**src/rtl/atm_hec_pkg.sv**
```systemverilog
package atm_hec_pkg;

  localparam int BYTE_W = 8;

  typedef logic [BYTE_W-1:0] byte_t;

  typedef struct packed {
    logic recalc;
    logic coset;
    logic invert;
  } hec_cfg_t;

  // One byte of a CRC-8 shift register, most significant bit first.
  function automatic byte_t crc8_step(byte_t crc_in, byte_t din, byte_t poly);
    byte_t c;
    c = crc_in;
    for (int i = BYTE_W - 1; i >= 0; i--) begin
      if (c[BYTE_W-1] ^ din[i]) c = (c << 1) ^ poly;
      else                      c = c << 1;
    end
    return c;
  endfunction

endpackage

```
**src/rtl/hec_cell_tracker.sv**
```systemverilog
module hec_cell_tracker
  import atm_hec_pkg::*;
#(
  parameter int CELL_LEN = 53,
  parameter int POS_W    = $clog2(CELL_LEN + 1)
) (
  input  logic             clk,
  input  logic             rst,
  input  logic             fire,
  input  logic             soc,
  input  hec_cfg_t         cfg_in,
  output logic [POS_W-1:0] idx,
  output logic             active,
  output hec_cfg_t         cfg_q
);

  localparam logic [POS_W-1:0] LEN_V = POS_W'(CELL_LEN);

  logic [POS_W-1:0] pos_q;
  logic             in_cell_q;
  logic [POS_W-1:0] idx_next;

  // A start-of-cell byte always resynchronises to byte index 0.
  assign idx      = soc ? '0 : pos_q;
  assign active   = soc | in_cell_q;
  assign idx_next = idx + 1'b1;

  always_ff @(posedge clk) begin
    if (rst) begin
      pos_q     <= '0;
      in_cell_q <= 1'b0;
      cfg_q     <= '0;
    end else begin
      if (fire && active) begin
        pos_q     <= idx_next;
        in_cell_q <= (idx_next < LEN_V);
      end
      if (fire && soc) cfg_q <= cfg_in;
    end
  end


  pos_bound_chk: assert property (@(posedge clk) disable iff (rst)
    pos_q <= LEN_V);


  soc_restart_chk: assert property (@(posedge clk) disable iff (rst)
    fire && soc |=> pos_q == POS_W'(1) && in_cell_q);


  cfg_hold_chk: assert property (@(posedge clk) disable iff (rst)
    !(fire && soc) |=> $stable(cfg_q));

endmodule

```
**src/rtl/hec_crc_unit.sv**
```systemverilog
module hec_crc_unit
  import atm_hec_pkg::*;
#(
  parameter int    HDR_LEN = 4,
  parameter int    POS_W   = 6,
  parameter byte_t POLY    = 8'h07,
  parameter byte_t COSET   = 8'h55
) (
  input  logic             clk,
  input  logic             rst,
  input  logic             fire,
  input  logic             active,
  input  logic [POS_W-1:0] idx,
  input  byte_t            din,
  input  hec_cfg_t         cfg,
  output byte_t            hec_byte,
  output logic             hec_slot
);

  localparam logic [POS_W-1:0] HDR_V = POS_W'(HDR_LEN);

  byte_t crc_q;
  byte_t crc_seed;
  byte_t with_coset;
  logic  in_hdr;

  assign in_hdr   = active && (idx < HDR_V);
  assign hec_slot = active && (idx == HDR_V);
  assign crc_seed = (idx == '0) ? '0 : crc_q;

  always_ff @(posedge clk) begin
    if (rst) crc_q <= '0;
    else if (fire && in_hdr) crc_q <= crc8_step(crc_seed, din, POLY);
  end

  // Coset first, inversion second.
  always_comb begin
    with_coset = cfg.coset ? (crc_q ^ COSET) : crc_q;
    hec_byte   = cfg.invert ? ~with_coset : with_coset;
  end


  crc_hold_chk: assert property (@(posedge clk) disable iff (rst)
    fire && active && idx > HDR_V |=> $stable(crc_q));

endmodule

```
**src/rtl/hec_out_stage.sv**
```systemverilog
module hec_out_stage
  import atm_hec_pkg::*;
(
  input  logic  clk,
  input  logic  rst,
  input  logic  load,
  input  byte_t d,
  input  logic  soc,
  input  logic  out_ready,
  output logic  out_valid,
  output byte_t out_data,
  output logic  out_soc,
  output logic  can_accept
);

  assign can_accept = !out_valid || out_ready;

  always_ff @(posedge clk) begin
    if (rst) begin
      out_valid <= 1'b0;
      out_data  <= '0;
      out_soc   <= 1'b0;
    end else if (load) begin
      out_valid <= 1'b1;
      out_data  <= d;
      out_soc   <= soc;
    end else if (out_ready) begin
      out_valid <= 1'b0;
    end
  end


  stall_hold_chk: assert property (@(posedge clk) disable iff (rst)
    out_valid && !out_ready |=> out_valid && $stable(out_data) && $stable(out_soc));

endmodule

```
**src/rtl/atm_hec_inserter.sv**
```systemverilog
module atm_hec_inserter
  import atm_hec_pkg::*;
#(
  parameter int    CELL_LEN = 53,
  parameter int    HDR_LEN  = 4,
  parameter byte_t POLY     = 8'h07,
  parameter byte_t COSET    = 8'h55
) (
  input  logic       clk,
  input  logic       rst,
  input  logic       cfg_recalc,
  input  logic       cfg_coset,
  input  logic       cfg_invert,
  input  logic       in_valid,
  output logic       in_ready,
  input  logic [7:0] in_data,
  input  logic       in_soc,
  output logic       out_valid,
  input  logic       out_ready,
  output logic [7:0] out_data,
  output logic       out_soc
);

  localparam int POS_W = $clog2(CELL_LEN + 1);
  localparam logic [POS_W-1:0] HDR_V = POS_W'(HDR_LEN);

  logic             fire;
  logic [POS_W-1:0] idx;
  logic             active;
  hec_cfg_t         cfg_now;
  hec_cfg_t         cfg_q;
  byte_t            hec_byte;
  logic             hec_slot;
  byte_t            byte_sel;

  assign cfg_now = '{recalc: cfg_recalc, coset: cfg_coset, invert: cfg_invert};
  assign fire    = in_valid && in_ready;

  hec_cell_tracker #(.CELL_LEN(CELL_LEN), .POS_W(POS_W)) u_trk (
    .clk(clk), .rst(rst), .fire(fire), .soc(in_soc), .cfg_in(cfg_now),
    .idx(idx), .active(active), .cfg_q(cfg_q)
  );

  hec_crc_unit #(.HDR_LEN(HDR_LEN), .POS_W(POS_W), .POLY(POLY), .COSET(COSET)) u_crc (
    .clk(clk), .rst(rst), .fire(fire), .active(active), .idx(idx),
    .din(in_data), .cfg(cfg_q), .hec_byte(hec_byte), .hec_slot(hec_slot)
  );

  assign byte_sel = (hec_slot && cfg_q.recalc) ? hec_byte : in_data;

  hec_out_stage u_out (
    .clk(clk), .rst(rst), .load(fire), .d(byte_sel), .soc(in_soc),
    .out_ready(out_ready), .out_valid(out_valid), .out_data(out_data),
    .out_soc(out_soc), .can_accept(in_ready)
  );


  pass_slot_chk: assert property (@(posedge clk) disable iff (rst)
    fire && hec_slot && !cfg_q.recalc |=> out_data == $past(in_data));


  payload_pass_chk: assert property (@(posedge clk) disable iff (rst)
    fire && active && idx > HDR_V |=> out_data == $past(in_data) && out_soc == $past(in_soc));


  accept_to_out_chk: assert property (@(posedge clk) disable iff (rst)
    fire |=> out_valid);

endmodule

```
**config.mk**
```make
export PLATFORM = sky130hd
export DESIGN_NAME = atm_hec_inserter
export DESIGN_NICKNAME = d
export VERILOG_FILES = /design/src/rtl/atm_hec_pkg.sv /design/src/rtl/hec_cell_tracker.sv /design/src/rtl/hec_crc_unit.sv /design/src/rtl/hec_out_stage.sv /design/src/rtl/atm_hec_inserter.sv
export SDC_FILE = /design/constraint.sdc
export NUM_CORES = 1
export LEC_CHECK = 0
export BUFFER_PORTS_ARGS = -buffer_cell sky130_fd_sc_hd__buf_2
export CAP_MARGIN = 25
export CORE_ASPECT_RATIO = 0.5
export CORE_MARGIN = 4
export CORE_UTILIZATION = 56
export DETAILED_ROUTE_END_ITERATION = 8
export PLACE_DENSITY = 0.84
export SYNTH_ARGS = -nofsm -noshare
export SYNTH_HDL_FRONTEND = slang
export SYNTH_SLANG_ARGS = --single-unit
```
**constraint.sdc**
```tcl
create_clock -name clk -period 2.11 [get_ports clk]
set_input_delay 0 -clock clk [delete_from_list [all_inputs] [get_ports clk]]
set_output_delay 0 -clock clk [all_outputs]
set_load 0.02 [all_outputs]
```
==> impl_metrics.csv <==
group,metric,value,unit
synthesis,mappedNetlistNets,232,
sta,finalCritPeriodShare,94.3,%
sta,max-slew-margin-rel,62.4,%
power_and_ir_drop,p_clk_share,23.7,%
die,die_x,88.0,um
worst_setup_path,cp_top_family,"compound AO/OA/AOI/OAI gates",
power_and_ir_drop,swShare,32.0,%
worst_setup_path,critPathMaxStageDelay,0.57,ns
grt,grt_pass1_wl,6690,um
synthesis,netlist_instances,215,
die,boundaryPins,27,
sta,grt_setup_unrepaired,"no",
synthesis,synth_top_flop_cell,"dfxtp_1",
routing,first_pass_iters,4,
routing,first_iter_violations,81,
job,max_cap_violations,0,
sta,fmax,503,MHz
synthesis,synthArstFlopShare,0,%
cells_and_area,diodes,0,
grt,use_met1,26.7,%
power_and_ir_drop,p_seq_share,47.5,%
die,rows,14,
routing,drt_wl_total,4220,um
die,core_area,3030,um2
synthesis,synth-edff-count,0,
routing,via_per_inst,5.77,
cts,cts_made_buffers,3,
sta,hold_violations,0,
grt,track_usage,20.8,%
grt,grt_max_degree,32,
worst_setup_path,cp_slowest_cell,"or4_4",
worst_setup_path,worstPathRequired,2.29,ns
routing,num_vias,1615,
worst_setup_path,startpoint_type,"register",
grt,grt_use_met3,4.30,%
worst_setup_path,critPathKind,"register to register",
die,die-area,4220,um2
routing,wl_per_cell,15.1,um
cells_and_area,final_nets,259,
grt,antenna_found_initial,0,
power_and_ir_drop,power_density,627,nW/um2
cts,cts_sinks,28,
synthesis,synth_seq_cells,28,
sta,drv_slew,0,
place,dp.cells,273,
synthesis,synth_cell_types,45,
grt,overflow,0,
sta,skew,0.00587,ns
worst_setup_path,worst-path-buf-inv,0,
power_and_ir_drop,netSwitchingPower,407,uW
die,initial_utilization,59.1,%
place,dp_hpwl,2970,um
cells_and_area,areaGrowthSynthToFinish,13.3,%
cts,cts_max_level,1,
cells_and_area,drive_gt1_share,15.8,%
sta,worst_slack,0.120,ns
worst_setup_path,cp-end-kind,"register",
sta,worst_pin_slew,0.563,ns
cts,cts_tree,"done",
cts,worstSkewPairLatency,0.28,ns
min_path,hp-class,"input pin to register",
cts,clkTransAtPathRegs,0.10,ns
worst_setup_path,path_cells,"or4_4, a2111oi_4, o21ai_1, and3b_1, a311o_1",
sta,setup_tns,0,ns
grt,top_usage_layer,"met2",
synthesis,synth_area,1790,um2
sta,setup_viol,0,
sta,fin_crit,1.99,ns
power_and_ir_drop,power,1.27,mW
die,die_height,48.0,um
synthesis,ys_seq_area_share,31.3,%
power_and_ir_drop,p_leak,0.777,nW
worst_setup_path,path_max_fanout,6,
cts,cts_resized,0,
status,status,"complete, no violations",
routing,ant_nets,0,
worst_setup_path,critPathArrivalTime,2.17,ns
grt,grt_pass1_vias,1411,
place,post-place-ws,0.130,ns
cells_and_area,final_cells,280,
grt,met2_usage,36.5,%
power_and_ir_drop,cell_internal_pwr,865,uW
cts,clock_path_buffers,2,
cts,cts_root_buf,"clkbuf_8",
power_and_ir_drop,vdd_ir_drop_max,348,uV
place,io_buffers,26,
synthesis,yosysWarnings,0,
routing,drcViolationCount,0,
synthesis,syn_area_per_cell,8.33,um2
place,gp_congestion,0.781,
power_and_ir_drop,power_frac_comb,28.8,%
==> synth_stat cells (all sizes together) (2+ instances only) <==
| library cell | instances | share of area (%) |
|---|---|---|
| a211oi | 6 | 2.5 |
| buf | 2 | 0.56 |
| and2 | 3 | 1.0 |
| clkbuf | 9 | 1.9 |
| nand3b | 2 | 0.84 |
| nor2 | 17 | 3.6 |
| and3 | 3 | 1.0 |
| nor2b | 3 | 1.0 |
| o211ai | 4 | 1.7 |
| mux2i | 5 | 2.8 |
| inv | 3 | 0.63 |
| nand2b | 3 | 1.0 |
| dfxtp | 28 | 31 |
| nand3 | 5 | 1.4 |
| xnor2 | 25 | 12 |
| or4 | 3 | 1.5 |
| nand2 | 28 | 5.9 |
| xnor3 | 3 | 3.8 |
| a311oi | 2 | 0.98 |
| o21ai | 9 | 2.5 |
| xor2 | 5 | 2.4 |
| a21oi | 24 | 6.7 |
| nor3 | 3 | 0.84 |
==> worst register-to-register path, stage by stage (launching register included) <==
cell and delay [ns]:
dfxtp_1 0.36, or4_4 0.57, a2111oi_4 0.33, o21ai_1 0.12, and3b_1 0.19, a311o_1 0.32
==> power groups by stage <==
stage | clock network [mW] | registers, mW | logic [mW]
floorplan | 0 | 0.620 | 0.265
finish | 0.302 | 0.604 | 0.366
detailed placement | 0 | 0.616 | 0.355
CTS | 0.307 | 0.603 | 0.363
global route | 0.326 | 0.608 | 0.402
global placement | 0 | 0.614 | 0.341
==> stage by stage <==
step           cell area, um2  hold WS [ns]  util (%)
2_1_floorplan            1790         0.163         -
3_3_place_gp             1950         0.274      64.3
3_5_place_dp             1950         0.279      64.3
4_1_cts                  2020        0.0711      66.7
5_1_grt                  2030        0.0745      66.9
6_report                 2030        0.0768      66.9
==> cell type report <==
cell class / count / area (um2)
fill: 248 / 1000
clock buffer: 3 / 41.3
tap: 40 / 50.0
inverter: 3 / 11.3
sequential: 28 / 561
timing repair buffer: 33 / 190
multi-input combinational: 173 / 1170
==> path summary, 6_finish.rpt <==
kind | end | slack, ns | cells after the start | startpoint
worst max-delay path | u_crc.crc_q[2] | 0.12 | 5 | u_trk.pos_q[5]
worst min-delay path | u_trk.cfg_q[0] | 0.08 | 3 | in_soc
worst max register to register | u_crc.crc_q[2] | 0.12 | 5 | u_trk.pos_q[5]
worst min register to register | u_out.out_data[3] | 0.46 | 2 | u_out.out_data[3]
==> flip-flops by register name, indices dropped and copies added, names as in the netlist <==
name,flops
u_crc.crc_q,8
u_out.out_data,8
u_trk.pos_q,6
u_trk.cfg_q,3
u_out.out_soc,1
u_out.out_valid,1
u_trk.in_cell_q,1
==> metal layers <==
metal	part of all wire, %	up-vias
li1	-	811
met1	45	763
met2	49	35
met3	4.4	6
met4	1.6	0
met5	0	-
==> timing repair <==
action,CTS,global route
buffers inserted,0,0
hold buffers,3,0
setup endpoints to repair,0,2
endpoints found under the hold margin,3,0
==> cell usage in the layout (no fill, tap or decap), types with 4 or more instances in the layout <==
| master | synthesis | final |
|---|---|---|
| o21ai_0 | 8 | 8 |
| a211oi_1 | 6 | 6 |
| nand2_1 | 28 | 28 |
| buf_2 | 2 | 26 |
| nor2_1 | 17 | 17 |
| dfxtp_1 | 28 | 28 |
| mux2i_1 | 5 | 5 |
| buf_4 | 0 | 4 |
| o211ai_1 | 4 | 4 |
| xor2_1 | 5 | 5 |
| xnor2_1 | 25 | 25 |
| nand3_1 | 5 | 5 |
| a21oi_1 | 24 | 24 |
==> cell families (layout without fill, tap and decap cells) <==
group / after synthesis / after routing / synth area share (%)
AND/OR/NAND/NOR: 78 / 78 / 21.8
multiplexers: 5 / 5 / 2.80
AO/OA/AOI/OAI: 55 / 55 / 20.5
XOR/XNOR: 34 / 34 / 19.8
flip-flops: 28 / 28 / 31.3
buffers and inverters: 14 / 39 / 3.07
adder cells (fa/ha/maj): 1 / 1 / 0.699
No activity file was read; power rests on OpenSTA's default activity.
